===== src/rtl/sensor_reg_spi_pkg.sv =====
package sensor_reg_spi_pkg;

  typedef enum logic [1:0] {
    ST_IDLE = 2'd0,
    ST_XFER = 2'd1,
    ST_TAIL = 2'd2
  } xfer_state_t;

  // A read qualifies for the fast clock only if the whole burst lies in the window
  function automatic logic rate_is_fast(input logic       rd,
                                        input logic [8:0] first,
                                        input logic [8:0] stop,
                                        input int         lo,
                                        input int         hi);
    return rd && (int'(first) >= lo) && (int'(stop) <= hi);
  endfunction

endpackage


===== src/rtl/sensor_reg_spi_div.sv =====
module sensor_reg_spi_div #(
  parameter int FAST_HALF = 4,
  parameter int SLOW_HALF = 63
) (
  input  logic clk,
  input  logic rst_n,
  input  logic run,
  input  logic fast,
  output logic tick
);
  localparam int MAXH = (FAST_HALF > SLOW_HALF) ? FAST_HALF : SLOW_HALF;
  localparam int CW   = (MAXH > 1) ? $clog2(MAXH) : 1;

  logic [CW-1:0] cnt_q, cnt_d, lim;

  assign lim  = fast ? CW'(FAST_HALF - 1) : CW'(SLOW_HALF - 1);
  assign tick = run && (cnt_q == lim);

  always_comb begin
    if (!run || tick) cnt_d = '0;
    else              cnt_d = cnt_q + CW'(1);
  end

  always_ff @(posedge clk or negedge rst_n) begin
    if (!rst_n) cnt_q <= '0;
    else        cnt_q <= cnt_d;
  end
endmodule


===== src/rtl/sensor_reg_spi_shift.sv =====
module sensor_reg_spi_shift #(
  parameter int DW = 8
) (
  input  logic          clk,
  input  logic          rst_n,
  input  logic          load,
  input  logic [DW-1:0] load_val,
  input  logic          shift,
  input  logic          sample,
  input  logic          miso,
  output logic          mosi,
  output logic [DW-1:0] rx_q
);
  logic [DW-1:0] tx_q, tx_d, rx_d;

  always_comb begin
    tx_d = tx_q;
    if (load)       tx_d = load_val;
    else if (shift) tx_d = {tx_q[DW-2:0], 1'b1};
    rx_d = rx_q;
    if (sample)     rx_d = {rx_q[DW-2:0], miso};
  end

  always_ff @(posedge clk or negedge rst_n) begin
    if (!rst_n) begin
      tx_q <= '1;
      rx_q <= '0;
    end else begin
      tx_q <= tx_d;
      rx_q <= rx_d;
    end
  end

  assign mosi = tx_q[DW-1];
endmodule


===== src/rtl/sensor_reg_spi_ctrl.sv =====
module sensor_reg_spi_ctrl
  import sensor_reg_spi_pkg::*;
#(
  parameter int DW     = 8,
  parameter int LW     = 8,
  parameter int WIN_LO = 59,
  parameter int WIN_HI = 99
) (
  input  logic          clk,
  input  logic          rst_n,
  input  logic          req_valid,
  input  logic          req_read,
  input  logic [DW-2:0] req_addr,
  input  logic [LW-1:0] req_len,
  output logic          req_ready,
  input  logic [DW-1:0] wr_data,
  output logic          wr_take,
  input  logic          tick,
  input  logic [DW-1:0] rx_byte,
  output logic          sh_load,
  output logic [DW-1:0] sh_val,
  output logic          sh_shift,
  output logic          sh_sample,
  output logic          run,
  output logic          fast,
  output logic          sclk,
  output logic          cs_n,
  output logic          busy,
  output logic          done,
  output logic [DW-1:0] rd_data,
  output logic          rd_valid
);
  localparam int AW = DW - 1;
  localparam int BW = $clog2(DW);
  localparam int SW = ((AW > LW) ? AW : LW) + 1;

  xfer_state_t   state_q, state_d;
  logic          sclk_q, sclk_d, cs_n_q, cs_n_d, done_q, done_d;
  logic          rdv_q, rdv_d, rd_q, rd_d, fast_q, fast_d;
  logic [DW-1:0] rdd_q, rdd_d;
  logic [LW-1:0] len_q, len_d, byte_q, byte_d;
  logic [BW-1:0] bit_q, bit_d;
  logic          accept, rise, fall, last_bit, byte_end, more, req_fast;
  logic [SW-1:0] stop_addr;

  assign accept    = req_valid && (state_q == ST_IDLE);
  assign rise      = (state_q == ST_XFER) && tick && !sclk_q;
  assign fall      = (state_q == ST_XFER) && tick && sclk_q;
  assign last_bit  = (bit_q == BW'(DW - 1));
  assign byte_end  = fall && last_bit;
  assign more      = (byte_q != len_q);
  assign stop_addr = SW'(req_addr) + SW'(req_len);
  assign req_fast  = rate_is_fast(req_read, 9'(req_addr), 9'(stop_addr), WIN_LO, WIN_HI);

  assign wr_take   = byte_end && more && !rd_q;
  assign sh_load   = accept || (byte_end && more);
  assign sh_val    = accept ? {req_read, req_addr} : (rd_q ? {DW{1'b1}} : wr_data);
  assign sh_shift  = fall && !last_bit;
  assign sh_sample = rise;

  always_comb begin
    state_d = state_q;
    sclk_d  = sclk_q;
    cs_n_d  = cs_n_q;
    done_d  = 1'b0;
    rdv_d   = 1'b0;
    rdd_d   = rdd_q;
    rd_d    = rd_q;
    fast_d  = fast_q;
    len_d   = len_q;
    byte_d  = byte_q;
    bit_d   = bit_q;
    unique case (state_q)
      ST_IDLE: begin
        if (accept) begin
          state_d = ST_XFER;
          cs_n_d  = 1'b0;
          rd_d    = req_read;
          fast_d  = req_fast;
          len_d   = req_len;
          byte_d  = '0;
          bit_d   = '0;
        end
      end
      ST_XFER: begin
        if (rise) sclk_d = 1'b1;
        if (fall) begin
          sclk_d = 1'b0;
          if (last_bit) begin
            bit_d = '0;
            if (rd_q && (byte_q != '0)) begin
              rdv_d = 1'b1;
              rdd_d = rx_byte;
            end
            if (more) byte_d = byte_q + LW'(1);
            else      state_d = ST_TAIL;
          end else begin
            bit_d = bit_q + BW'(1);
          end
        end
      end
      ST_TAIL: begin
        if (tick) begin
          state_d = ST_IDLE;
          cs_n_d  = 1'b1;
          done_d  = 1'b1;
        end
      end
      default: state_d = ST_IDLE;
    endcase
  end

  always_ff @(posedge clk or negedge rst_n) begin
    if (!rst_n) begin
      state_q <= ST_IDLE;
      sclk_q  <= 1'b0;
      cs_n_q  <= 1'b1;
      done_q  <= 1'b0;
      rdv_q   <= 1'b0;
      rdd_q   <= '0;
      rd_q    <= 1'b0;
      fast_q  <= 1'b0;
      len_q   <= '0;
      byte_q  <= '0;
      bit_q   <= '0;
    end else begin
      state_q <= state_d;
      sclk_q  <= sclk_d;
      cs_n_q  <= cs_n_d;
      done_q  <= done_d;
      rdv_q   <= rdv_d;
      rdd_q   <= rdd_d;
      rd_q    <= rd_d;
      fast_q  <= fast_d;
      len_q   <= len_d;
      byte_q  <= byte_d;
      bit_q   <= bit_d;
    end
  end

  assign req_ready = (state_q == ST_IDLE);
  assign busy      = (state_q != ST_IDLE);
  assign run       = busy;
  assign fast      = fast_q;
  assign sclk      = sclk_q;
  assign cs_n      = cs_n_q;
  assign done      = done_q;
  assign rd_data   = rdd_q;
  assign rd_valid  = rdv_q;
endmodule


===== src/rtl/sensor_reg_spi.sv =====
module sensor_reg_spi #(
  parameter int FAST_HALF = 4,
  parameter int SLOW_HALF = 63,
  parameter int WIN_LO    = 59,
  parameter int WIN_HI    = 99
) (
  input  logic       clk,
  input  logic       rst_n,
  input  logic       req_valid,
  output logic       req_ready,
  input  logic       req_read,
  input  logic [6:0] req_addr,
  input  logic [7:0] req_len,
  input  logic [7:0] wr_data,
  output logic       wr_take,
  output logic [7:0] rd_data,
  output logic       rd_valid,
  output logic       busy,
  output logic       done,
  output logic       spi_sclk,
  output logic       spi_cs_n,
  output logic       spi_mosi,
  input  logic       spi_miso
);
  localparam int DW = 8;
  localparam int LW = 8;

  logic          tick, run, fast, sh_load, sh_shift, sh_sample;
  logic [DW-1:0] sh_val, rx_byte;

  sensor_reg_spi_div #(.FAST_HALF(FAST_HALF), .SLOW_HALF(SLOW_HALF)) u_div (
    .clk(clk), .rst_n(rst_n), .run(run), .fast(fast), .tick(tick)
  );

  sensor_reg_spi_shift #(.DW(DW)) u_shift (
    .clk(clk), .rst_n(rst_n), .load(sh_load), .load_val(sh_val),
    .shift(sh_shift), .sample(sh_sample), .miso(spi_miso),
    .mosi(spi_mosi), .rx_q(rx_byte)
  );

  sensor_reg_spi_ctrl #(.DW(DW), .LW(LW), .WIN_LO(WIN_LO), .WIN_HI(WIN_HI)) u_ctrl (
    .clk(clk), .rst_n(rst_n),
    .req_valid(req_valid), .req_read(req_read), .req_addr(req_addr),
    .req_len(req_len), .req_ready(req_ready),
    .wr_data(wr_data), .wr_take(wr_take),
    .tick(tick), .rx_byte(rx_byte),
    .sh_load(sh_load), .sh_val(sh_val), .sh_shift(sh_shift), .sh_sample(sh_sample),
    .run(run), .fast(fast), .sclk(spi_sclk), .cs_n(spi_cs_n),
    .busy(busy), .done(done), .rd_data(rd_data), .rd_valid(rd_valid)
  );
endmodule


===== config.mk =====
export PLATFORM = sky130hd
export DESIGN_NAME = sensor_reg_spi
export DESIGN_NICKNAME = d
export VERILOG_FILES = /design/src/rtl/sensor_reg_spi_pkg.sv /design/src/rtl/sensor_reg_spi_div.sv /design/src/rtl/sensor_reg_spi_shift.sv /design/src/rtl/sensor_reg_spi_ctrl.sv /design/src/rtl/sensor_reg_spi.sv
export SDC_FILE = /design/constraint.sdc
export NUM_CORES = 1
export LEC_CHECK = 0
export BUFFER_PORTS_ARGS = -buffer_cell sky130_fd_sc_hd__buf_2
export CORE_ASPECT_RATIO = 1.1
export CORE_MARGIN = 2
export CORE_UTILIZATION = 57
export CTS_CLUSTER_SIZE = 16
export DETAILED_ROUTE_END_ITERATION = 10
export PLACE_DENSITY_LB_ADDON = 0.25
export SLEW_MARGIN = 5
export SYNTH_ARGS = -nofsm -noshare
export SYNTH_HDL_FRONTEND = slang
export SYNTH_SLANG_ARGS = --single-unit

===== constraint.sdc =====
create_clock -name clk -period 3.3 [get_ports clk]
set_clock_uncertainty 0.2 [all_clocks]
set_input_delay 0.99 -clock clk [delete_from_list [all_inputs] [get_ports clk]]
set_output_delay 0.99 -clock clk [all_outputs]
set_load 0.01 [all_outputs]

# == Yosys cells after proc, flatten, opt, wreduce, memory -nomap -nowiden ==
# Index checks and enable logic that the tools add are counted.
# word_totals
elab_cells,95
input_bits,28
out_inout_bits,16
regBits,57
# op_classes
magnitude_cmp,2
reduce_logical,32
addsub,4
mux,32
n_eq_ne,11
# op_table
op,count
8-bit 2-to-1 mux,8
8-bit one-hot mux with 2 select lines,1
1-bit logical AND,12
6-bit 2-to-1 mux,2
1-bit 2-to-1 mux,10
2-bit 2-to-1 mux,5
"2-bit by 1-bit inequality test with 1-bit output, second input constant",5
5-bit AND reduction,2
2-bit nonzero test,5
7-bit by 8-bit adder with 9-bit output,1
"9-bit by 7-bit <= comparator with 1-bit output, second input constant",1
3-bit 2-to-1 mux,3
"8-bit by 1-bit adder with 8-bit output, second input constant",1
8-bit inequality test,1
8-bit nonzero test,1
"7-bit by 6-bit >= comparator with 1-bit output, second input constant",1
"6-bit by 1-bit adder with 6-bit output, second input constant",1
6-bit equality test,1
2-bit one-hot mux with 3 select lines,1
3-bit one-hot mux with 2 select lines,1
3-bit AND reduction,2
1-bit zero test,4
2-bit AND reduction,2
4-bit AND reduction,1
8 further kinds,9

# == Logic depth before layout (Yosys ltp) ==
# Gate-level depths: netlist (run 1).
# depth
ltp_word,9
mapped_depth,9
ltp_nobuf,9

# == Cells and area by module ==
# From an unflattened synthesis (run 1), not the netlist that was laid out.
# unflattened
hier_cells,330
hier_area_um2,3269.4
# modules_own_cells
module,instances,area_each_um2,cells_per_inst
sensor_reg_spi_ctrl,1,2190.9,243
sensor_reg_spi_shift,1,708.2,51
sensor_reg_spi_div,1,370.4,36

# == Worst setup path after synthesis (run 1) ==
# OpenSTA, ideal clock, no wires.
# synth_timing
path_kind,register -> output
start,register u_div.cnt_q[0]
end,output wr_take
path_slack_ns,0.410
path_stages_with_launch,7
n_path_buf,1
arrival_time_ns,1.700
cell_sequence,dfrtp_1 -> or3b_1 -> a2bb2o_4 -> and4_1 -> buf_4 -> nand2_1 -> nor3_1
# synth_via
elab_chain_len,7
# synth_rtl
element,line,rtl
start: declaration,sensor_reg_spi_div.sv:14,"logic [CW-1:0] cnt_q, cnt_d, lim;"
start signal: assignment,sensor_reg_spi_div.sv:26,else cnt_q <= cnt_d;
6-bit equality test,sensor_reg_spi_div.sv:17,assign tick = run && (cnt_q == lim);
1-bit logical AND,sensor_reg_spi_div.sv:17,
1-bit logical AND (2 in series),sensor_reg_spi_ctrl.sv:48,assign fall = (state_q == ST_XFER) && tick && sclk_q;
1-bit logical AND,sensor_reg_spi_ctrl.sv:50,assign byte_end = fall && last_bit;
1-bit logical AND (2 in series),sensor_reg_spi_ctrl.sv:55,assign wr_take = byte_end && more && !rd_q;
end: declaration,sensor_reg_spi.sv:15,"output logic wr_take,"
# No other way between the ends.

# == Worst setup path in the final report (run 1) ==
# Same ends and word-level chain as after synthesis.

==> results of run 1 <==
==> registers in the layout, indices dropped and copies added (netlist names) <==
signal	count
u_ctrl.fast	1
u_ctrl.sclk	1
u_shift.rx_q	8
u_ctrl.rd_data	8
u_ctrl.done	1
u_shift.tx_q	8
u_ctrl.len_q	8
u_ctrl.bit_q	3
u_div.cnt_q	6
u_ctrl.rd_q	1
u_ctrl.state_q	2
u_ctrl.rd_valid	1
u_ctrl.byte_q	8
u_ctrl.cs_n	1
==> cell families after synthesis <==
family / Yosys count / share of synthesized area [%]
flip-flops: 57 / 47.7
adder cells (fa/ha/maj): 13 / 5.65
buffers and inverters: 18 / 2.45
multiplexers: 19 / 6.97
XOR/XNOR: 17 / 4.94
AO/OA/AOI/OAI: 55 / 13.5
AND/OR/NAND/NOR: 118 / 18.8
==> layout make-up <==
type	count	area, sq um
Fill cell	395	1530
Multi-Input combinational cell	222	1510
Sequential cell	57	1440
Timing Repair Buffer	49	273
Clock buffer	9	124
Clock inverter	7	95.1
Tap cell	58	72.6
Inverter	7	26.3
==> path summary, 6_finish.rpt <==
kind	from	end	slack, ns	cells past startpoint
worst max-delay path	u_div.cnt_q[0]$_DFF_PN0_	wr_take	0.13	6
worst min register to register	u_ctrl.len_q[0]$_DFFE_PN0P_	u_ctrl.len_q[0]$_DFFE_PN0P_	0.30	2
worst min-delay path	u_ctrl.len_q[0]$_DFFE_PN0P_	u_ctrl.len_q[0]$_DFFE_PN0P_	0.30	2
worst max register to register	u_div.cnt_q[0]$_DFF_PN0_	u_shift.tx_q[5]$_DFFE_PN1P_	0.77	7
min in group asynchronous	rst_n	u_ctrl.len_q[7]$_DFFE_PN0P_	0.49	1
max in group asynchronous	rst_n	u_ctrl.cs_n$_DFFE_PN1P_	1.74	2
==> metrics by stage <==
step,instance area (sq um),setup slack (ns),hold slack (ns),std cells,power [uW]
after floorplan,3010,0.410,0.267,297,760
after global placement,3300,0.273,0.285,391,805
after detailed placement,3300,0.179,0.284,391,808
after CTS,3520,0.0284,0.300,407,1520
after global routing,3540,0.00393,0.320,409,1560
final,3540,0.135,0.297,409,1510
==> Yosys cell counts, types with 3 or more instances <==
cell	number	area, sq um
dfrtp_1	48	1200
nand2_1	47	176
nor2_1	24	90.1
mux2_2	16	180
nor3_1	16	80.1
o21ai_0	15	75.1
ha_1	12	150
xnor2_1	12	105
a21oi_1	9	45.0
dfstp_2	9	236
clkbuf_1	7	26.3
inv_1	7	26.3
nand3_1	7	35.0
a221o_1	6	60.1
xor2_1	5	43.8
o21a_1	4	30.0
o31ai_1	4	30.0
mux2i_1	3	30.0
nand4_1	3	18.8
or4_1	3	22.5
==> layer usage <==
| metal | up-vias | share of wire, % |
|---|---|---|
| met1 | 1145 | 45 |
| met5 | - | 0 |
| li1 | 1161 | - |
| met2 | 68 | 49 |
| met3 | 8 | 4.8 |
| met4 | 0 | 1.2 |
==> critical path: stages, from the launching register on <==
cell and delay, ns:
dfrtp_1 0.42, or3b_1 0.38, a2bb2o_4 0.21, and4_1 0.20
nand2_1 0.13, nor3_2 0.15, buf_2 0.16
==> power by group <==
part | internal (uW) | switching [uW]
clock network | 424 | 293
registers | 699 | 0
logic | 41.4 | 54.2
total | 1160 | 348
==> timing repair <==
action	4_1_cts	5_1_grt
gates resized for setup	0	1
setup buffers	0	2
endpoints found under the setup margin	0	1
==> flow_summary.ini, run 1 <==
[detailed_routing]
first_iter_violations = 177
drt_pass1_iterations = 4
drc = 0
wl_um = 6370
wl_per_cell_um = 15.6
num_vias = 2382
antenna_left = 0
vias_per_cell = 5.82

[synth]
avgSynthCellArea_sq_um = 10.1
yosysSeqAreaShare_pct = 47.7
ys.warnings.count = 0
synth-edff-count = 0
synthCells = 297
yosys_register_bits = 57
syn_area_sq_um = 3010
ys_types = 53
syn-num-nets = 338
synth_flop_cell = dfrtp_1
async_flop_share_pct = 100

[clock_network]
htree_levels = 3
clk_path_buf_depth = 2
cts_buffers = 9
clock_sinks = 57
cts_tree = done
cts_root_buf = clkbuf_8
clk_pin_slew_worst_paths_ns = 0.07
worstSkewPairLatency_ns = 0.34
ctsHoldBuffers = 0

[worst_setup_path]
cp.required_ns = 2.11
start_kind = register
cp_max_fo = 6
end_kind = output pin
critPathKind = reg -> out
crit_arrival_ns = 1.98

[timing]
grt_setup_unrepaired = false
tightest_slew_ns = 0.685
period_share_pct = 95.9
drv_slew = 0
period_minus_slack_ns = 3.17
tns_ns = 0
fmax_mhz = 316
slew_headroom_pct = 54.3
hold_viol_final = 0
setup_viol = 0

[outcome]
status = complete, no violations

[layout]
final_core_util_pct = 69.8
antenna_cells = 0
mostFrequentLayoutCells = dfrtp_1 (48), nand2_1 (47), buf_2 (43)
syn2layout_area_growth_pct = 17.3
final_common_cell = dfrtp_1
drive_above_1_share_pct = 28.8
nets = 387

[floorplan]
io_pins = 44
initial_core_util_pct = 59.5
die_y_um = 80.3
die_x_um = 73.3
rows = 27
dieArea_sq_um = 5890
coreArea_sq_um = 5070

[power_and_ir_drop]
peakVddDrop_mv = 0.333
leakage_uw = 0.00165
power_density_nw_per_um2 = 428

[global_routing]
gr-usage-met2_pct = 37.4
grt_overflow = 0
grt_use_total_pct = 24.1
busiest_layer = met2
met1_usage_pct = 32.6
grt_first_pass_wirelength_um = 10800
grt_pass1_vias = 2332
grt_antenna_before_repair = 0
grt_start_max_net_pins = 31
use_met3_pct = 4.52

[placed_design]
gp_congestion = 0.899
place_hpwl_um = 4580
port_buffers = 43

[min_path]
hold_class = reg -> reg

[run]
maxCapViolations = 0
Power figures use the tool's default switching activity.
==> run 2, diff against run 1 <==
--- a/config.mk
+++ b/config.mk
@@ -5,6 +5,7 @@
 export SDC_FILE = /design/constraint.sdc
 export NUM_CORES = 1
 export LEC_CHECK = 0
+export ABC_AREA = 1
 export BUFFER_PORTS_ARGS = -buffer_cell sky130_fd_sc_hd__buf_2
 export CORE_ASPECT_RATIO = 1.1
 export CORE_MARGIN = 2
==> run 2 against run 1 <==
Sequential share of layout area decreased by 1.8 points. Die area increased by 5.2%. First-iteration DRC count decreased by 17%. Flip-flop and latch count unchanged. Clock-buffer cell count increased by 2. Design area increased by 4.6%. Critical endpoint unchanged. Largest cell class unchanged. Sequential power about the same. Synthesized cell count increased by 31%. Final cell count increased by 27%.
==> flow_summary.ini, run 2 <==
[outcome]
status = complete, no violations

[floorplan]
die_x_um = 75.2
coreArea_sq_um = 5400
initial_core_util_pct = 58.9
io_pins = 44
rows = 28
dieArea_sq_um = 6190
die_y_um = 82.3

[power_and_ir_drop]
swShare_pct = 21.5
peakVddDrop_mv = 0.254
power_switching_uw = 329
power_density_nw_per_um2 = 414
internal_power_uw = 1200
leakage_uw = 0.00194
pwr-share-comb_pct = 6.3
clock_power_share_pct = 48.0
pwr-share-seq_pct = 45.7

[clock_network]
post_cts_resized = 0
cts_buffers = 9
post_cts_buffers = 0
ctsHoldBuffers = 0
cts_root_buf = clkbuf_8
cts_tree = done
clock_sinks = 57
clk_path_buf_depth = 2
worstSkewPairLatency_ns = 0.33
htree_levels = 3
clk_pin_slew_worst_paths_ns = 0.06

[synth]
async_flop_share_pct = 100
yosys_register_bits = 57
synthAdderAreaFrac_pct = 5.35
synthMuxAreaShare_pct = 2.13
yosys-top-cells-area = dfrtp_1 (38%), nand2_1 (11%), dfstp_2 (7.4%)
synthCells = 388
syn-num-nets = 429
ys.warnings.count = 0
avgSynthCellArea_sq_um = 8.19
ys_types = 33
yosysSeqAreaShare_pct = 45.2
synth_top_cells_by_count = nand2_1 (94), dfrtp_1 (48), inv_1 (48), nor2_1 (42), o21ai_0 (32)
synthSimpleGateAreaFrac_pct = 24.4
synth_top_area_share_pct = 37.8
synth_compound_area_share_pct = 10.4
syn_area_sq_um = 3180
synth_xor_area_share_pct = 5.24
synth-edff-count = 0
synth_top_family_by_area = simple AND/OR/NAND/NOR gates
synth_flop_cell = dfrtp_1
synth.most_common_cell = nand2_1
yosysTopAreaCell = dfrtp_1

[global_routing]
grt_first_pass_wirelength_um = 11000
grt_overflow = 0
grt_pass1_vias = 2523
grt_start_max_net_pins = 24
grt_antenna_before_repair = 0
grt_use_total_pct = 23.5

[worst_setup_path]
r2r_slack_ns = 1.30
end_kind = output pin
cp_max_fo = 8
slowest_stage = dfrtp_1
crit_cells = 7
cp.required_ns = 2.11
r2r_cells = 8
crit_arrival_ns = 1.74
critPathKind = reg -> out
setup.worst_path.start = u_ctrl.state_q[0]$_DFFE_PN0P_
worstPathBufferInverterCount = 3
cpMostUsedCell = inv_1
crit_chain = inv_1 -> nor2_4 -> nand4_4 -> inv_1 -> nand3_1 -> nor2_1 -> buf_2
crit_path_max_incr_delay_ns = 0.40
cp_top_family = simple AND/OR/NAND/NOR gates
rr_endpoint = u_shift.tx_q[1]$_DFFE_PN1P_
timing.rr.start = u_ctrl.state_q[1]$_DFFE_PN0P_
start_kind = register

[timing]
hold_viol_final = 0
setup_viol = 0
slew_headroom_pct = 61.2
grt_setup_unrepaired = false
tightest_slew_ns = 0.580
tns_ns = 0
fmax_mhz = 341
period_minus_slack_ns = 2.93
worst_slack_ns = 0.366
period_share_pct = 88.9
drv_slew = 0

[detailed_routing]
num_vias = 2647
drt_pass1_iterations = 4
wl_um = 6390
drc = 0
wl_per_cell_um = 12.3
first_iter_violations = 147
vias_per_cell = 5.11
antenna_left = 0

[layout]
syn2layout_area_growth_pct = 16.3
antenna_cells = 0
nets = 479
final_common_cell = nand2_1
fill_cells = 465
drive_above_1_share_pct = 20.1
mostFrequentLayoutCells = nand2_1 (94), inv_1 (48), dfrtp_1 (48)
multi_input_area_sq_um = 1510
postLayoutCellArea_sq_um = 3700
ff_latch_area_sq_um = 1440

[placed_design]
dpl-instance-area_sq_um = 3470
port_buffers = 43
gp_congestion = 0.885
place_hpwl_um = 4820
dp_worst_setup_slack_ns = 0.439

[min_path]
min_path_cells = 2
hp-start = u_shift.tx_q[7]$_DFFE_PN1P_
min_to = u_shift.tx_q[7]$_DFFE_PN1P_
hold_class = reg -> reg

[run]
maxCapViolations = 0
==> run 2: power by group through the flow <==
stage	sequential, uW	clock [uW]	combinational, uW
detailed placement	713	0	97.0
global route	700	782	111
global placement	713	0	94.6
CTS	700	754	97.6
floorplan	713	0	50.3
finish	700	734	96.4
==> run 2: worst reg2reg max path: cells and delay by family, from the launching register on <==
kind,cells,cell delay [ns]
flops,1,0.44
simple gates,3,0.45
buf+inv,2,0.46
compound gates,3,0.39
==> run 2: layer usage <==
metal / wire length (um) / GRT usage (%) / vias up / part of all wire (%)
met5: 0 / 0 / - / 0
met4: 101 / 9.12 / 0 / 1.6
met3: 294 / 3.88 / 10 / 4.6
met2: 3190 / 41.6 / 67 / 50
met1: 2810 / 28.3 / 1231 / 44
li1: - / - / 1339 / -
==> run 2: worst max-delay path by stage <==
stage	end	slack, ns
floorplan	u_ctrl.fast$_DFFE_PN0P_	0.67
global placement	u_ctrl.fast$_DFFE_PN0P_	0.47
detailed placement	u_ctrl.fast$_DFFE_PN0P_	0.44
CTS	wr_take	0.33
global route	wr_take	0.23
finish	wr_take	0.37
==> run 2: metrics by stage <==
step           hold WS (ns)  utilization (%)  power, uW  cells
6_report              0.262             68.5       1530    518
3_5_place_dp          0.253             64.3        810    502
5_1_grt               0.272             68.5       1590    518
4_1_cts               0.264             68.5       1550    518
2_1_floorplan         0.242                -        763    388
3_3_place_gp          0.251             64.3        807    502
==> run 2: kinds of logic after synthesis <==
logic type      Yosys count
xor+xnor                 19
flops                    57
simple gates            173
mux                       6
buf+inv                  57
fa+ha+maj                13
compound gates           63
==> run 2: area by class of cell <==
type,count,share of cell area [%]
clock buffers,11,4.09
repair buffers,47,6.63
multi-input cells,274,40.8
flip-flops and latches,57,38.9
inverters,49,4.97
well taps,75,2.54
clock inverters,5,2.10
==> run 3, diff against run 2 <==
--- a/config.mk
+++ b/config.mk
@@ -6,6 +6,7 @@
 export NUM_CORES = 1
 export LEC_CHECK = 0
 export ABC_AREA = 1
+export ABC_CLOCK_PERIOD_IN_PS = 3300
 export BUFFER_PORTS_ARGS = -buffer_cell sky130_fd_sc_hd__buf_2
 export CORE_ASPECT_RATIO = 1.1
 export CORE_MARGIN = 2
@@ -13,6 +14,7 @@
 export CTS_CLUSTER_SIZE = 16
 export DETAILED_ROUTE_END_ITERATION = 10
 export PLACE_DENSITY_LB_ADDON = 0.25
+export RECOVER_POWER = 100
 export SLEW_MARGIN = 5
 export SYNTH_ARGS = -nofsm -noshare
 export SYNTH_HDL_FRONTEND = slang
==> run 3 against run 2 <==
First-iteration DRC count is 17% lower. Global-route usage stayed put. Via count is 0.19% higher. Utilization is 1.7 points lower. Design area is 2.4% lower. Critical endpoint unchanged. Largest cell class unchanged.
==> flow_summary.ini, run 3 (synthesized netlist as in run 2, its figures left out) <==
[timing]
fmax_mhz = 332
drv_slew = 0
period_minus_slack_ns = 3.01
tightest_slew_ns = 1.11
slew_headroom_pct = 26.3
holdWs_ns = 0.264
tns_ns = 0
hold_viol_final = 0
setup_viol = 0
period_share_pct = 91.2
grt_setup_unrepaired = false

[run]
maxCapViolations = 0

[placed_design]
port_buffers = 43
dpl-instance-area_sq_um = 3470
place_hpwl_um = 4820
gp_congestion = 0.885

[global_routing]
grt_pass1_vias = 2523
grt_start_max_net_pins = 24
grt_first_pass_wirelength_um = 11000
grt_antenna_before_repair = 0
grt_use_total_pct = 23.5
grt_overflow = 0

[floorplan]
die_y_um = 82.3
io_pins = 44
rows = 28
initial_core_util_pct = 58.9
coreArea_sq_um = 5400
die_x_um = 75.2
dieArea_sq_um = 6190

[power_and_ir_drop]
power_switching_uw = 330
pwr-share-seq_pct = 45.8
peakVddDrop_mv = 0.253
internal_power_uw = 1200
swShare_pct = 21.6
pwr-share-comb_pct = 6.2
power_density_nw_per_um2 = 424
clock_power_share_pct = 48.0
leakage_uw = 0.00182

[clock_network]
post_cts_resized = 0
clock_sinks = 57
cts_root_buf = clkbuf_8
worstSkewPairLatency_ns = 0.33
htree_levels = 3
cts_tree = done
post_cts_buffers = 0
ctsHoldBuffers = 0
cts_buffers = 9
clk_pin_slew_worst_paths_ns = 0.07
clk_path_buf_depth = 2

[worst_setup_path]
start_kind = register
end_kind = output pin
crit_chain = inv_1 -> nor2_4 -> nand4_1 -> inv_1 -> nand3_1 -> nor2_1 -> clkbuf_1
slowest_stage = dfrtp_1
crit_arrival_ns = 1.82
crit_path_max_incr_delay_ns = 0.40
cp_max_fo = 8
cp_top_family = simple AND/OR/NAND/NOR gates
cp.required_ns = 2.11
critPathKind = reg -> out
worstPathBufferInverterCount = 3
cpMostUsedCell = inv_1

[outcome]
status = complete, no violations

[layout]
syn2layout_area_growth_pct = 13.5
final_common_cell = nand2_1
antenna_cells = 0
mostFrequentLayoutCells = nand2_1 (97), inv_1 (48), dfrtp_1 (48)
nets = 479
postLayoutCellArea_sq_um = 3610
drive_above_1_share_pct = 13.8
final_core_util_pct = 66.9

[detailed_routing]
wl_per_cell_um = 12.5
drc = 0
antenna_left = 0
vias_per_cell = 5.12
num_vias = 2652
first_iter_violations = 122
wl_um = 6450
drt_pass1_iterations = 4

[min_path]
hold_class = reg -> reg
run 3: cell count changes in the layout (fill, tap and decap cells not counted), sizes merged:
cell	delta
buf	-22
clkbuf	+22
run 3: power groups by stage:
stage | combinational, uW | sequential, uW | clock (uW)
final | 94.8 | 700 | 735
after global routing | 109 | 700 | 782
after floorplan | 50.3 | 713 | 0
after detailed placement | 97.0 | 713 | 0
after global placement | 94.6 | 713 | 0
after CTS | 97.6 | 700 | 754
run 3: final timing paths:
check,cells past startpoint,start,slack (ns),endpoint
setup / recovery,7,u_ctrl.state_q[0]$_DFFE_PN0P_,0.29,wr_take
hold / removal,2,u_shift.tx_q[7]$_DFFE_PN1P_,0.26,u_shift.tx_q[7]$_DFFE_PN1P_
setup reg to reg,9,u_ctrl.state_q[0]$_DFFE_PN0P_,0.55,u_shift.tx_q[5]$_DFFE_PN1P_
hold reg to reg,2,u_shift.tx_q[7]$_DFFE_PN1P_,0.26,u_shift.tx_q[7]$_DFFE_PN1P_
max in group asynchronous,2,rst_n,0.82,u_ctrl.rd_q$_DFFE_PN0P_
min in group asynchronous,1,rst_n,0.65,u_shift.rx_q[5]$_DFFE_PN0P_
run 3: per-stage QoR:
step	setup WS (ns)	power, uW	instances
detailed placement	0.439	810	502
global placement	0.470	807	502
finish	0.290	1530	518
CTS	0.334	1550	518
global route	0.119	1590	518
floorplan	0.669	763	388
run 3: area by class of cell:
type / count / area (sq um)
Multi-Input combinational cell: 274 / 1460
Tap cell: 75 / 93.8
Clock buffer: 11 / 151
Sequential cell: 57 / 1440
Inverter: 49 / 184
Clock inverter: 5 / 77.6
Fill cell: 492 / 1790
Timing Repair Buffer: 47 / 208
run 3: routing by layer:
layer,global-route usage (%),vias to the layer above,part of all wire [%]
met5,0,-,0
met3,3.88,11,4.6
li1,-,1338,-
met2,41.6,67,49
met4,9.12,0,1.9
met1,28.3,1236,44
run 3: worst min-delay path: stages (launching register included):
cell and delay [ns]:
dfstp_2 0.37, nand2_1 0.05, nand2_1 0.04
